### src/rtl/mbox_pkg.sv
package mbox_pkg;
    localparam int IDX_W = 3;

    typedef enum logic [IDX_W-1:0] {
        IDX_CTRL    = 3'd0,
        IDX_ADDR_HI = 3'd1,
        IDX_ADDR_LO = 3'd2,
        IDX_DATA_HI = 3'd3,
        IDX_DATA_LO = 3'd4,
        IDX_CRC     = 3'd5
    } reg_idx_e;

    localparam int CTRL_CRC_CLR = 0;
    localparam int CTRL_EXEC    = 1;
    localparam int CTRL_WRITE   = 2;
    localparam int STAT_BUSY    = 0;
endpackage

### src/rtl/mbox_regs.sv
module mbox_regs
    import mbox_pkg::*;
#(
    parameter int HALF_W = 16
) (
    input  logic                  clk,
    input  logic                  rst_n,
    input  logic                  reg_wr,
    input  logic [IDX_W-1:0]      reg_idx,
    input  logic [HALF_W-1:0]     reg_wdata,
    input  logic                  busy,
    output logic                  commit,
    output logic                  crc_clr,
    output logic [2*HALF_W-1:0]   addr,
    output logic [2*HALF_W-1:0]   data,
    output logic                  mem_we,
    output logic [2*HALF_W-1:0]   mem_addr,
    output logic [2*HALF_W-1:0]   mem_wdata
);
    localparam int WORD_W = 2 * HALF_W;
    localparam logic [WORD_W-1:0] STEP = WORD_W'(WORD_W / 8);

    typedef struct packed {
        logic [WORD_W-1:0] addr;
        logic [WORD_W-1:0] data;
        logic              mem_we;
        logic [WORD_W-1:0] mem_addr;
        logic [WORD_W-1:0] mem_wdata;
    } regs_t;

    regs_t q, d;
    logic  accept;

    always_comb begin
        d       = q;
        d.mem_we = 1'b0;
        commit  = 1'b0;
        crc_clr = 1'b0;
        accept  = reg_wr && !busy;
        if (accept) begin
            case (reg_idx)
                IDX_CTRL: begin
                    crc_clr = reg_wdata[CTRL_CRC_CLR];
                    if (reg_wdata[CTRL_EXEC] && reg_wdata[CTRL_WRITE]) begin
                        commit      = 1'b1;
                        d.mem_we    = 1'b1;
                        d.mem_addr  = q.addr;
                        d.mem_wdata = q.data;
                        d.addr      = q.addr + STEP;
                    end
                end
                IDX_ADDR_HI: d.addr[WORD_W-1:HALF_W] = reg_wdata;
                IDX_ADDR_LO: d.addr[HALF_W-1:0]      = reg_wdata;
                IDX_DATA_HI: d.data[WORD_W-1:HALF_W] = reg_wdata;
                IDX_DATA_LO: d.data[HALF_W-1:0]      = reg_wdata;
                default: ;
            endcase
        end
    end

    always_ff @(posedge clk) begin
        if (!rst_n) q <= '0;
        else        q <= d;
    end

    assign addr      = q.addr;
    assign data      = q.data;
    assign mem_we    = q.mem_we;
    assign mem_addr  = q.mem_addr;
    assign mem_wdata = q.mem_wdata;
endmodule

### src/rtl/mbox_crc16.sv
module mbox_crc16 #(
    parameter int              WORD_W = 32,
    parameter int              CRC_W  = 16,
    parameter logic [CRC_W-1:0] POLY  = 16'h1021
) (
    input  logic              clk,
    input  logic              rst_n,
    input  logic              start,
    input  logic              clr,
    input  logic [WORD_W-1:0] word,
    output logic [CRC_W-1:0]  crc,
    output logic              busy
);
    localparam int NBYTES = WORD_W / 8;
    localparam int CNT_W  = (NBYTES > 1) ? $clog2(NBYTES) : 1;
    localparam logic [CNT_W-1:0] LAST = CNT_W'(NBYTES - 1);

    typedef struct packed {
        logic [CRC_W-1:0]  crc;
        logic [WORD_W-1:0] shift;
        logic [CNT_W-1:0]  cnt;
        logic              busy;
    } crc_t;

    crc_t q, d;

    function automatic logic [CRC_W-1:0] byte_step(input logic [CRC_W-1:0] c_in,
                                                   input logic [7:0] b);
        logic [CRC_W-1:0] c;
        c = c_in ^ (CRC_W'(b) << (CRC_W - 8));
        for (int i = 0; i < 8; i++) begin
            if (c[CRC_W-1]) c = (c << 1) ^ POLY;
            else            c = c << 1;
        end
        return c;
    endfunction

    always_comb begin
        d = q;
        if (start) begin
            d.crc   = clr ? '0 : q.crc;
            d.shift = word;
            d.cnt   = '0;
            d.busy  = 1'b1;
        end else if (clr) begin
            d.crc = '0;
        end else if (q.busy) begin
            d.crc   = byte_step(q.crc, q.shift[WORD_W-1 -: 8]);
            d.shift = q.shift << 8;
            d.cnt   = q.cnt + 1'b1;
            if (q.cnt == LAST) d.busy = 1'b0;
        end
    end

    always_ff @(posedge clk) begin
        if (!rst_n) q <= '0;
        else        q <= d;
    end

    assign crc  = q.crc;
    assign busy = q.busy;
endmodule

### src/rtl/mbox_loader.sv
module mbox_loader
    import mbox_pkg::*;
#(
    parameter int                HALF_W   = 16,
    parameter logic [HALF_W-1:0] CRC_POLY = 16'h1021
) (
    input  logic                  clk,
    input  logic                  rst_n,
    input  logic                  reg_wr,
    input  logic [IDX_W-1:0]      reg_idx,
    input  logic [HALF_W-1:0]     reg_wdata,
    input  logic [IDX_W-1:0]      rd_idx,
    output logic [HALF_W-1:0]     rd_data,
    output logic                  mem_we,
    output logic [2*HALF_W-1:0]   mem_addr,
    output logic [2*HALF_W-1:0]   mem_wdata,
    output logic                  busy
);
    localparam int WORD_W = 2 * HALF_W;

    logic              commit;
    logic              crc_clr;
    logic [WORD_W-1:0] cur_addr;
    logic [WORD_W-1:0] cur_data;
    logic [HALF_W-1:0] crc_val;

    mbox_regs #(.HALF_W(HALF_W)) regs_i (
        .clk       (clk),
        .rst_n     (rst_n),
        .reg_wr    (reg_wr),
        .reg_idx   (reg_idx),
        .reg_wdata (reg_wdata),
        .busy      (busy),
        .commit    (commit),
        .crc_clr   (crc_clr),
        .addr      (cur_addr),
        .data      (cur_data),
        .mem_we    (mem_we),
        .mem_addr  (mem_addr),
        .mem_wdata (mem_wdata)
    );

    mbox_crc16 #(.WORD_W(WORD_W), .CRC_W(HALF_W), .POLY(CRC_POLY)) crc_i (
        .clk   (clk),
        .rst_n (rst_n),
        .start (commit),
        .clr   (crc_clr),
        .word  (cur_data),
        .crc   (crc_val),
        .busy  (busy)
    );

    always_comb begin
        rd_data = '0;
        case (rd_idx)
            IDX_CTRL:    rd_data[STAT_BUSY] = busy;
            IDX_ADDR_HI: rd_data = cur_addr[WORD_W-1:HALF_W];
            IDX_ADDR_LO: rd_data = cur_addr[HALF_W-1:0];
            IDX_DATA_HI: rd_data = cur_data[WORD_W-1:HALF_W];
            IDX_DATA_LO: rd_data = cur_data[HALF_W-1:0];
            IDX_CRC:     rd_data = crc_val;
            default:     rd_data = '0;
        endcase
    end
endmodule

### config.mk
export PLATFORM = sky130hd
export DESIGN_NAME = mbox_loader
export DESIGN_NICKNAME = d
export VERILOG_FILES = /design/src/rtl/mbox_pkg.sv /design/src/rtl/mbox_regs.sv /design/src/rtl/mbox_crc16.sv /design/src/rtl/mbox_loader.sv
export SDC_FILE = /design/constraint.sdc
export NUM_CORES = 1
export LEC_CHECK = 0
export BUFFER_PORTS_ARGS = -buffer_cell sky130_fd_sc_hd__buf_2
export CAP_MARGIN = 20
export CORE_ASPECT_RATIO = 0.8
export CORE_MARGIN = 2
export CORE_UTILIZATION = 58
export CTS_CLUSTER_DIAMETER = 60
export DETAILED_ROUTE_END_ITERATION = 8
export PLACE_DENSITY = 0.9
export SLEW_MARGIN = 10
export SYNTH_ARGS = -nofsm -noshare
export SYNTH_HDL_FRONTEND = slang
export SYNTH_SLANG_ARGS = --single-unit
### constraint.sdc
create_clock -name clk -period 2.49 [get_ports clk]
set_input_delay 0 -clock clk [delete_from_list [all_inputs] [get_ports clk]]
set_output_delay 0 -clock clk [all_outputs]
set_load 0.1 [all_outputs]
==> summary.md <==
| Metric | Value |
|---|---|
| DR pass1 iterations | 8 |
| Core ar. | 0.0136 mm2 |
| H-tree depth | 4 |
| Vias in the first global route | 7722 |
| Post-synth EDFFs | 0 |
| First-pass GRT wire length | 41500 um |
| Final WL | 26900 um |
| Crit Path Max Fanout | 16 |
| Antenna diode instance count | 0 |
| GRT Overall Usage | 36.5% |
| Slew @ Worst Pin | 0.860 ns |
| Crit Reg-Reg Endpoint | regs_i.data[29] |
| Avg Cell Area, Syn | 7.91 um2 |
| Arrival time of the worst setup path | 2.56 ns |
| Outcome | finished, final reports clean |
| Worst-Skew Late Latency | 0.44 ns |
| # DRC | 0 |
| Die X | 136 um |
| Initial DRC Count | 1853 |
| Crit path kind | register to register |
| Root Buffer | clkbuf_16 |
| CTS Hold Bufs | 18 |
| Post-route cell area | 0.00982 mm2 |
| Global placer's final weighted congestion | 1.00 |
| Post-Route Skew | 0.0101 ns |
| Port Buffers | 106 |
| Top cells by area, synth | dfxtp_1 (45%), nand2_1 (13%), a21oi_1 (7.0%), mux2i_1 (4.1%), clkbuf_1 (2.9%) |
| Critical path cell sequence | nand2b_1, nor3b_2, nand2_1, mux2i_1, nor2_1 |
| Reg2reg start | crc_i.busy |
| Max Cap Viol | 0 |
| Leakage | 3.70 nW |
| Cell Area, Placed | 0.00902 mm2 |
| HP Class | primary input to register |
| Worst vdd ir | 0.574 mV |
| Grt ovf | 0 |
| Synth Instances | 1016 |
| Num CTS Buffers | 17 |
| Syn_nets | 1043 |
| Synth unique cells | 48 |
| PwrDens | 640 mW/mm2 |
| Synthesized flop and latch total | 180 |
| Pin count of the biggest net entering global routing | 158 |
| DR vias | 8503 |
| Mapped cell area | 0.00804 mm2 |
| Clock transition at path regs | 0.07 ns |
| Fraction of layout cells with a size suffix above 1 | 18.2% |
| Worst rel slew slack | 42.6% |
| Crit path launch type | register |
| RSZ-0062 raised after global routing | false |
| FF+latch area | 0.00360 mm2 |
| Top cell type's share of synthesized area | 44.8% |
| Resize count post-CTS | 0 |
| ANT nets after route | 0 |
| Final setup fails | 0 |
| Final period utilization | 91.4% |
| Final min period | 2.28 ns |
| Fmax | 439 MHz |
| Initial antenna violation count | 0 |
| Post-CTS setup buffers | 0 |
| FILL cells | 972 |
| Multi-input logic area | 0.00418 mm2 |
| Final hold slack | 0.0220 ns |
| Post-DP HPWL | 18000 um |
| Synthesis Warnings | 0 |
| Standard-cell row count | 38 |
| Post-synth top flop | dfxtp_1 |
| Final hold vios | 0 |
| Depth of the worst register-to-register path | 5 |
| CTS tree | built |
| Worst setup path start | crc_i.busy |
| Sink Count | 180 |
| R2R setup slack | 0.21 ns |
| Mean number of vias per cell | 6.56 |
| Wire per inst | 20.8 um |
| Slowest CP cell | nand2_1 |
| Power, Total | 6.29 mW |
| Clock Path Buffers | 2 |
| Crit end category | register |
| Final Max Slew Viols | 0 |
| Die area | 0.0148 mm2 |
| # IOs | 107 |
| Worst Path Required | 2.78 ns |
| Slowest cell delay on critical path | 0.62 ns |
| Seq/Total Area, Yosys | 44.8% |
| Async set or reset register ratio after synthesis | 0% |
| Initial core utilization | 59.3% |
| Syn-to-layout area delta | 22.1% |
| Nets | 1131 |
| Critical path endpoint | regs_i.data[29] |
| Die height | 109 um |
| Largest area contributor in the netlist | dfxtp_1 |
-- area by class of cell --
cell class,count,share of cell area [%]
Sequential cell,180,36.7
Timing Repair Buffer,151,12.0
Multi-Input combinational cell,750,42.6
Tap cell,180,2.29
Clock inverter,14,1.82
Clock buffer,18,4.47
Inverter,4,0.178
-- Yosys cell counts, types with 2 or more instances --
cell type  instances
nor3b_2            2
buf_2             14
a21oi_1          113
or3b_2             3
nor3_1             7
o22ai_1           17
a31oi_1           31
nor4_1             8
mux2_2            15
and4_1             2
clkbuf_1          63
o31a_1             2
a22oi_1           29
xnor2_1           17
a21o_1             4
mux2i_1           33
and3_1             9
or4_1              7
buf_1              5
nor2b_1            3
inv_1              3
ha_1               2
a2bb2oi_1          2
nor3b_1            3
nand4_1           24
nand3_1           34
o31ai_1            2
dfxtp_1          180
nand2b_1           3
nand3b_1           3
xor2_1             8
nor2_1            48
nand2_1          270
a311oi_1           2
o21ai_0           22
a22o_1             4
o211ai_1           5
and2_1             4
or3_1              4
-- per-stage QoR --
step	setup slack (ns)	utilization (%)	setup TNS, ns	cells
finish	0.215	72.5	0	1297
global route	0.152	72.5	0	1297
CTS	0.377	72.5	0	1297
detailed placement	0.398	66.6	0	1247
global placement	0.450	66.6	0	1247
floorplan	-0.0991	-	-0.0991	1016
-- state kept, by name, summed over array words and instances, names as in the netlist --
signal            cells
crc_i.busy            1
crc_i.crc            16
crc_i.q              34
regs_i.addr          32
regs_i.data          32
regs_i.mem_addr      32
regs_i.mem_wdata     32
regs_i.mem_we         1
-- cell families after synthesis --
kind of cell / Yosys count / synth area share, %
adder cells (fa/ha/maj): 2 / 0.311
multiplexers: 48 / 6.21
AND/OR/NAND/NOR: 438 / 24.3
flip-flops: 180 / 44.8
XOR/XNOR: 25 / 2.72
AO/OA/AOI/OAI: 237 / 17.4
buffers and inverters: 86 / 4.23
-- routing by layer --
layer | vias up | GRT usage [%] | wire length (um)
met1 | 3883 | 50.3 | 10400
met3 | 165 | 9.54 | 3880
met2 | 718 | 53.4 | 11200
li1 | 3737 | - | -
met4 | 0 | 17.8 | 1390
met5 | - | 0 | 0
-- critical path, delay by kind of cell, from the launching register on --
kind	cells	cell delay, ns
mux	1	0.42
flops	1	0.32
simple gates	4	1.38
-- worst min path at each step --
stage,startpoint,to,cells after the start
4_1_cts,rst_n,crc_i.q[1],3
3_3_place_gp,reg_wdata[13],regs_i.data[13],3
6_report,rst_n,crc_i.q[2],3
2_1_floorplan,reg_wdata[10],regs_i.data[10],2
3_5_place_dp,reg_wdata[5],regs_i.data[5],3
5_1_grt,rst_n,crc_i.q[2],3
-- report_power, final --
| part | switching [mW] | internal, mW |
|---|---|---|
| Clock | 1.28 | 1.56 |
| Sequential | 0.0634 | 2.91 |
| Combinational | 0.327 | 0.146 |
| Total | 1.67 | 4.62 |
-- layout by cell type, fill, tap and decap left out, types with 7 or more instances in the layout --
cell and instances:
a22oi_1 29, dfxtp_1 180, xnor2_1 17, or4_1 7, buf_2 91, buf_12 18, clkbuf_16 17, nand3_1 34
xor2_1 8, mux2_2 15, o22ai_1 8, buf_4 24, nand2_1 269, nand4_1 24, nor3_1 7, mux2i_1 33
nor2_1 47, o22ai_2 9, a31oi_1 31, dlygate4sd3_1 18, and3_1 9, a21oi_1 113, o21ai_0 20
(Power assumes the default switching activity.)
